--- config.mk ---
export PLATFORM = sky130hd
export DESIGN_NAME = serial_freq_loader
export DESIGN_NICKNAME = d
export VERILOG_FILES = /design/src/rtl/sfl_pkg.sv /design/src/rtl/sfl_ctrl.sv /design/src/rtl/sfl_datapath.sv /design/src/rtl/serial_freq_loader.sv
export SDC_FILE = /design/constraint.sdc
export NUM_CORES = 1
export LEC_CHECK = 0
export BUFFER_PORTS_ARGS = -buffer_cell sky130_fd_sc_hd__buf_2
export CAP_MARGIN = 0
export CORE_UTILIZATION = 53
export DETAILED_ROUTE_END_ITERATION = 7
export PLACE_DENSITY = 0.74
export SYNTH_ARGS = -nofsm -noshare
export SYNTH_HDL_FRONTEND = slang
export SYNTH_HIERARCHICAL = 1
export SYNTH_SLANG_ARGS = --single-unit
--- constraint.sdc ---
create_clock -name clk -period 3.1 [get_ports clk]
set_clock_uncertainty 0.2 [all_clocks]
set_input_delay 0 -clock clk [delete_from_list [all_inputs] [get_ports clk]]
set_output_delay 0 -clock clk [all_outputs]
set_load 0.01 [all_outputs]
--- src/rtl/sfl_pkg.sv ---
package sfl_pkg;

  localparam int WIDTH_CODE_W = 2;

  // Strobes from the control path to the datapath
  typedef struct packed {
    logic                    clearShift;  // new word begins
    logic                    shiftEn;     // take one bit this edge
    logic                    transfer;    // last bit: move word to holding register
    logic [WIDTH_CODE_W-1:0] widthCode;   // width captured at sync
  } strobe_t;

endpackage

--- src/rtl/sfl_ctrl.sv ---
module sfl_ctrl #(
  parameter int HOLD_W = 32
) (
  input  logic                                clk,
  input  logic                                rstN,
  input  logic [sfl_pkg::WIDTH_CODE_W-1:0]    widthSel,
  input  logic                                serSync,
  output sfl_pkg::strobe_t                    strb
);
  localparam int STEP  = HOLD_W / 4;
  localparam int CNT_W = $clog2(HOLD_W + 1);

  logic [CNT_W-1:0]                      bitsLeft;
  logic [sfl_pkg::WIDTH_CODE_W-1:0]      widthQ;
  logic                                  busy;
  logic                                  lastBit;

  function automatic logic [CNT_W-1:0] wordBits(input logic [sfl_pkg::WIDTH_CODE_W-1:0] code);
    wordBits = CNT_W'((int'(code) + 1) * STEP);
  endfunction

  assign busy    = (bitsLeft != '0);
  assign lastBit = (bitsLeft == CNT_W'(1));

  always_ff @(posedge clk) begin
    if (!rstN) begin
      bitsLeft <= '0;
      widthQ   <= '0;
    end else if (serSync) begin
      bitsLeft <= wordBits(widthSel);
      widthQ   <= widthSel;
    end else if (busy) begin
      bitsLeft <= bitsLeft - CNT_W'(1);
    end
  end

  always_comb begin
    strb.clearShift = serSync;
    strb.shiftEn    = busy;
    strb.transfer   = lastBit;
    strb.widthCode  = widthQ;
  end

endmodule

--- src/rtl/sfl_datapath.sv ---
module sfl_datapath #(
  parameter int HOLD_W = 32
) (
  input  logic              clk,
  input  logic              rstN,
  input  logic              serData,
  input  sfl_pkg::strobe_t  strb,
  output logic [HOLD_W-1:0] holdWord,
  output logic              loadValid
);
  localparam int STEP = HOLD_W / 4;

  logic [HOLD_W-1:0] shiftReg;
  logic [HOLD_W-1:0] shifted;
  logic [HOLD_W-1:0] justified;
  int                padBits;

  always_comb begin
    shifted   = {shiftReg[HOLD_W-2:0], serData};
    padBits   = HOLD_W - (int'(strb.widthCode) + 1) * STEP;
    justified = shifted << padBits;
  end

  always_ff @(posedge clk) begin
    if (!rstN) begin
      shiftReg  <= '0;
      holdWord  <= '0;
      loadValid <= 1'b0;
    end else begin
      if (strb.clearShift)   shiftReg <= '0;
      else if (strb.shiftEn) shiftReg <= shifted;
      if (strb.transfer) holdWord <= justified;
      loadValid <= strb.transfer;
    end
  end

endmodule

--- src/rtl/serial_freq_loader.sv ---
module serial_freq_loader #(
  parameter int HOLD_W = 32
) (
  input  logic              clk,
  input  logic              rstN,
  input  logic [1:0]        widthSel,
  input  logic              serData,
  input  logic              serSync,
  output logic [HOLD_W-1:0] holdWord,
  output logic              loadValid
);
  sfl_pkg::strobe_t strb;

  sfl_ctrl #(.HOLD_W(HOLD_W)) ctrl_i (
    .clk      (clk),
    .rstN     (rstN),
    .widthSel (widthSel),
    .serSync  (serSync),
    .strb     (strb)
  );

  sfl_datapath #(.HOLD_W(HOLD_W)) dp_i (
    .clk       (clk),
    .rstN      (rstN),
    .serData   (serData),
    .strb      (strb),
    .holdWord  (holdWord),
    .loadValid (loadValid)
  );

endmodule

==> metrics.md <==
| Metric | Value |
|---|---|
| Final Critical Period | `2.53 ns` |
| CORE AREA | `5960 um2` |
| Max incr delay on CP | `0.60 ns` |
| Critical path arrival | `2.58 ns` |
| Setup crit end kind | `register` |
| CTS root buf | `clkbuf_8` |
| WL final | `6.55 mm` |
| Post-CTS Setup Bufs | `0` |
| Total CTS buffers | `9` |
| Register bit total from synthesis | `72` |
| Max Transition Viols Final | `0` |
| Final net count | `361` |
| Initial antenna violation count | `0` |
| Post-DP HPWL | `4.35 mm` |
| Mapped Area | `3290 um2` |
| Count of cell types in the netlist | `39` |
| Worst Setup SP | `ctrl_i/bitsLeft[3]` |
| Max Freq | `0.395 GHz` |
| Max_cap viols | `0` |
| Iter 0 DRT Violations | `168` |
| GRT met3 Usage | `6.29%` |
| PD cells | `524 nW/um2` |
| Clk Latency, worst-skew pair | `0.35 ns` |
| Hold Buf Count CTS | `10` |
| # resized after CTS | `0` |
| Met2 Resource Use GR | `32.7%` |
| Initial Util | `55.2%` |
| Worst hold path type | `register to register` |
| Die area | `6530 um2` |
| Layout Utilization | `62.8%` |
| Critical Path Sink | `dp_i/holdWord[25]` |
| Worst reg-to-reg path cell count | `4` |
| Syn avg cell area | `10.6 um2` |
| Die H | `80.8 um` |
| Setup Viol. Count Final | `0` |
| Largest net degree at the start of global routing | `32` |
| Met1 GRT Util | `29.3%` |
| Syn Nets | `323` |
| CTS tree | `built` |
| IO Port Bufs | `38` |
| WS Path Type | `register to register` |
| Number of global-route vias before repair | `2165` |
| Num ports | `39` |
| # diodes | `0` |
| Max clock buf depth | `2` |
| Hold Fails Final Rpt | `0` |
| Die width | `80.8 um` |
| CP startpoint kind | `register` |
| Sequential share of the synthesized area | `43.8%` |
| R2r startpoint | `ctrl_i/bitsLeft[3]` |
| CTS clock-pin slew for the worst setup and hold paths | `0.08 ns` |
| Critical path cell sequence | `nor4_1, and2_1, nor2b_1, a22o_1` |
| Max VDD drop | `0.000290 V` |
| Setup TNS | `0 ns` |
| Period utilization | `81.6%` |
| Stages on worst setup path | `4` |
| Run status | `finished, final reports clean` |
| Area Growth Syn to Fin | `13.7%` |
| First-pass GRT wire length | `10.5 mm` |
| Share of layout cells above drive strength 1 | `23.4%` |
| Clock sink count | `72` |
| Most common cell after layout, fill and taps aside | `dfxtp_1` |
| Relative slew slack | `22.9%` |
| GRT Overall Usage | `21.5%` |
| Antenna viol nets, final | `0` |
| # H-tree levels | `3` |
| Critical-path top delay cell | `nor4_1` |
| CP max FO | `20` |
| Final estimated routing congestion in global placement | `0.810` |
| Reg2Reg Setup Slack | `0.57 ns` |
| Vias | `2387` |
| DR DRC count | `0` |
| Cells after synthesis | `311` |
| Busiest layer in global routing | `met2` |
| Drt pass-1 iters | `4` |
| Worst path top cell family by delay | `simple AND/OR/NAND/NOR gates` |
| Yosys Warn Count | `6` |
| Highest-count cells in the layout ignoring fill and taps | `dfxtp_1, buf_2, mux2i_1, nor2_1, nand2b_1` |
| Placement Rows | `28` |
| R2r endpoint | `dp_i/holdWord[25]` |
| Wire per inst | `15.3 um` |
| CP Data Required Time | `3.15 ns` |
| Grt ovf | `0` |
| Worst path buffer plus inverter count | `0` |
| Vias/cell | `5.56` |
| Worst Tran Pin Value | `1.16 ns` |
| Unrepaired setup endpoints after global routing | `false` |
| Leak pwr | `1.57 nW` |
==> registers in the layout, indices dropped and copies added (netlist names) <==
| register | flops |
|---|---|
| dp_i/shiftReg | 31 |
| dp_i/loadValid | 1 |
| ctrl_i/bitsLeft | 6 |
| dp_i/holdWord | 32 |
| ctrl_i/widthQ | 2 |
==> routing by layer <==
metal	wire length (um)	vias up
li1	-	1191
met1	3260	1138
met2	2940	48
met3	269	10
met4	89	0
met5	0	-
==> tightest hold or removal path: stages (launching register included) <==
cell	delay [ns]
dfxtp_1	0.33
nand2_1	0.04
o21ai_0	0.05
==> cells in the mapped netlist <==
cell type | instances | area share [%]
a211oi_1 | 1 | 0.23
a21boi_0 | 16 | 3.7
a21boi_1 | 1 | 0.23
a21oi_1 | 2 | 0.30
a22o_1 | 8 | 2.1
a22oi_1 | 8 | 1.8
and2_1 | 3 | 0.57
and3_1 | 1 | 0.19
buf_1 | 1 | 0.11
buf_12 | 1 | 0.61
buf_2 | 8 | 1.2
buf_4 | 6 | 1.4
buf_6 | 1 | 0.34
clkbuf_1 | 9 | 1.0
clkbuf_2 | 1 | 0.15
dfxtp_1 | 72 | 44
ha_1 | 6 | 2.3
inv_1 | 4 | 0.46
mux2_2 | 16 | 5.5
mux2i_1 | 33 | 10
mux4_1 | 4 | 3.2
mux4_2 | 4 | 2.7
nand2_1 | 9 | 1.0
nand2b_1 | 17 | 3.2
nand3_1 | 3 | 0.46
nand3b_1 | 1 | 0.23
nand4_1 | 16 | 3.0
nor2_1 | 31 | 3.5
nor2b_1 | 4 | 0.76
nor3_1 | 2 | 0.30
nor3b_1 | 2 | 0.46
nor4_1 | 1 | 0.19
o21ai_0 | 10 | 1.5
o31ai_1 | 2 | 0.46
o41a_1 | 1 | 0.34
or4_4 | 1 | 0.34
xnor2_1 | 3 | 0.80
xnor2_2 | 1 | 0.49
xor2_4 | 1 | 0.84
==> kinds of logic after synthesis <==
| kind of cell | share of synthesized area (%) |
|---|---|
| xor+xnor | 2.13 |
| fa+ha+maj | 2.28 |
| compound gates | 10.7 |
| flops | 43.8 |
| buf+inv | 5.29 |
| mux | 21.5 |
| simple gates | 14.3 |
==> cell type report <==
class,instances,area [um2]
timing repair buffer,54,335
multi-input combinational,208,1670
clock inverter,7,55.1
inverter,4,15.0
sequential,72,1440
tap,75,93.8
clock buffer,9,124
fill,497,2220
==> metrics by stage <==
| stage | worst slack (ns) | cells | total power [mW] | hold slack, ns | instance area, um2 |
|---|---|---|---|---|---|
| 2_1_floorplan | 0.936 | 311 | 1.26 | -0.0718 | 3290 |
| 3_3_place_gp | 0.670 | 403 | 1.29 | 0.0801 | 3460 |
| 3_5_place_dp | 0.587 | 403 | 1.30 | 0.0915 | 3460 |
| 4_1_cts | 0.602 | 429 | 1.97 | 0.258 | 3740 |
| 5_1_grt | 0.358 | 429 | 2.04 | 0.282 | 3740 |
| 6_report | 0.570 | 429 | 1.96 | 0.255 | 3740 |
==> how the worst min path moves through the flow <==
stage	startpoint	endpoint	slack [ns]	cells after the start
after global placement	widthSel[1]	ctrl_i/widthQ[1]	0.08	3
after detailed placement	widthSel[1]	ctrl_i/widthQ[1]	0.09	3
final	dp_i/holdWord[21]	dp_i/holdWord[21]	0.26	2
after floorplan	rstN	ctrl_i/widthQ[0]	-0.07	1
after global routing	dp_i/holdWord[21]	dp_i/holdWord[21]	0.28	2
after CTS	dp_i/holdWord[23]	dp_i/holdWord[23]	0.26	2
==> where the power goes <==
group | switching, mW | total, mW | internal (mW)
clock network | 0.373 | 0.670 | 0.296
logic | 0.182 | 0.332 | 0.150
registers | 0.0163 | 0.957 | 0.941
total | 0.572 | 1.96 | 1.39
Power figures use the tool's default switching activity.
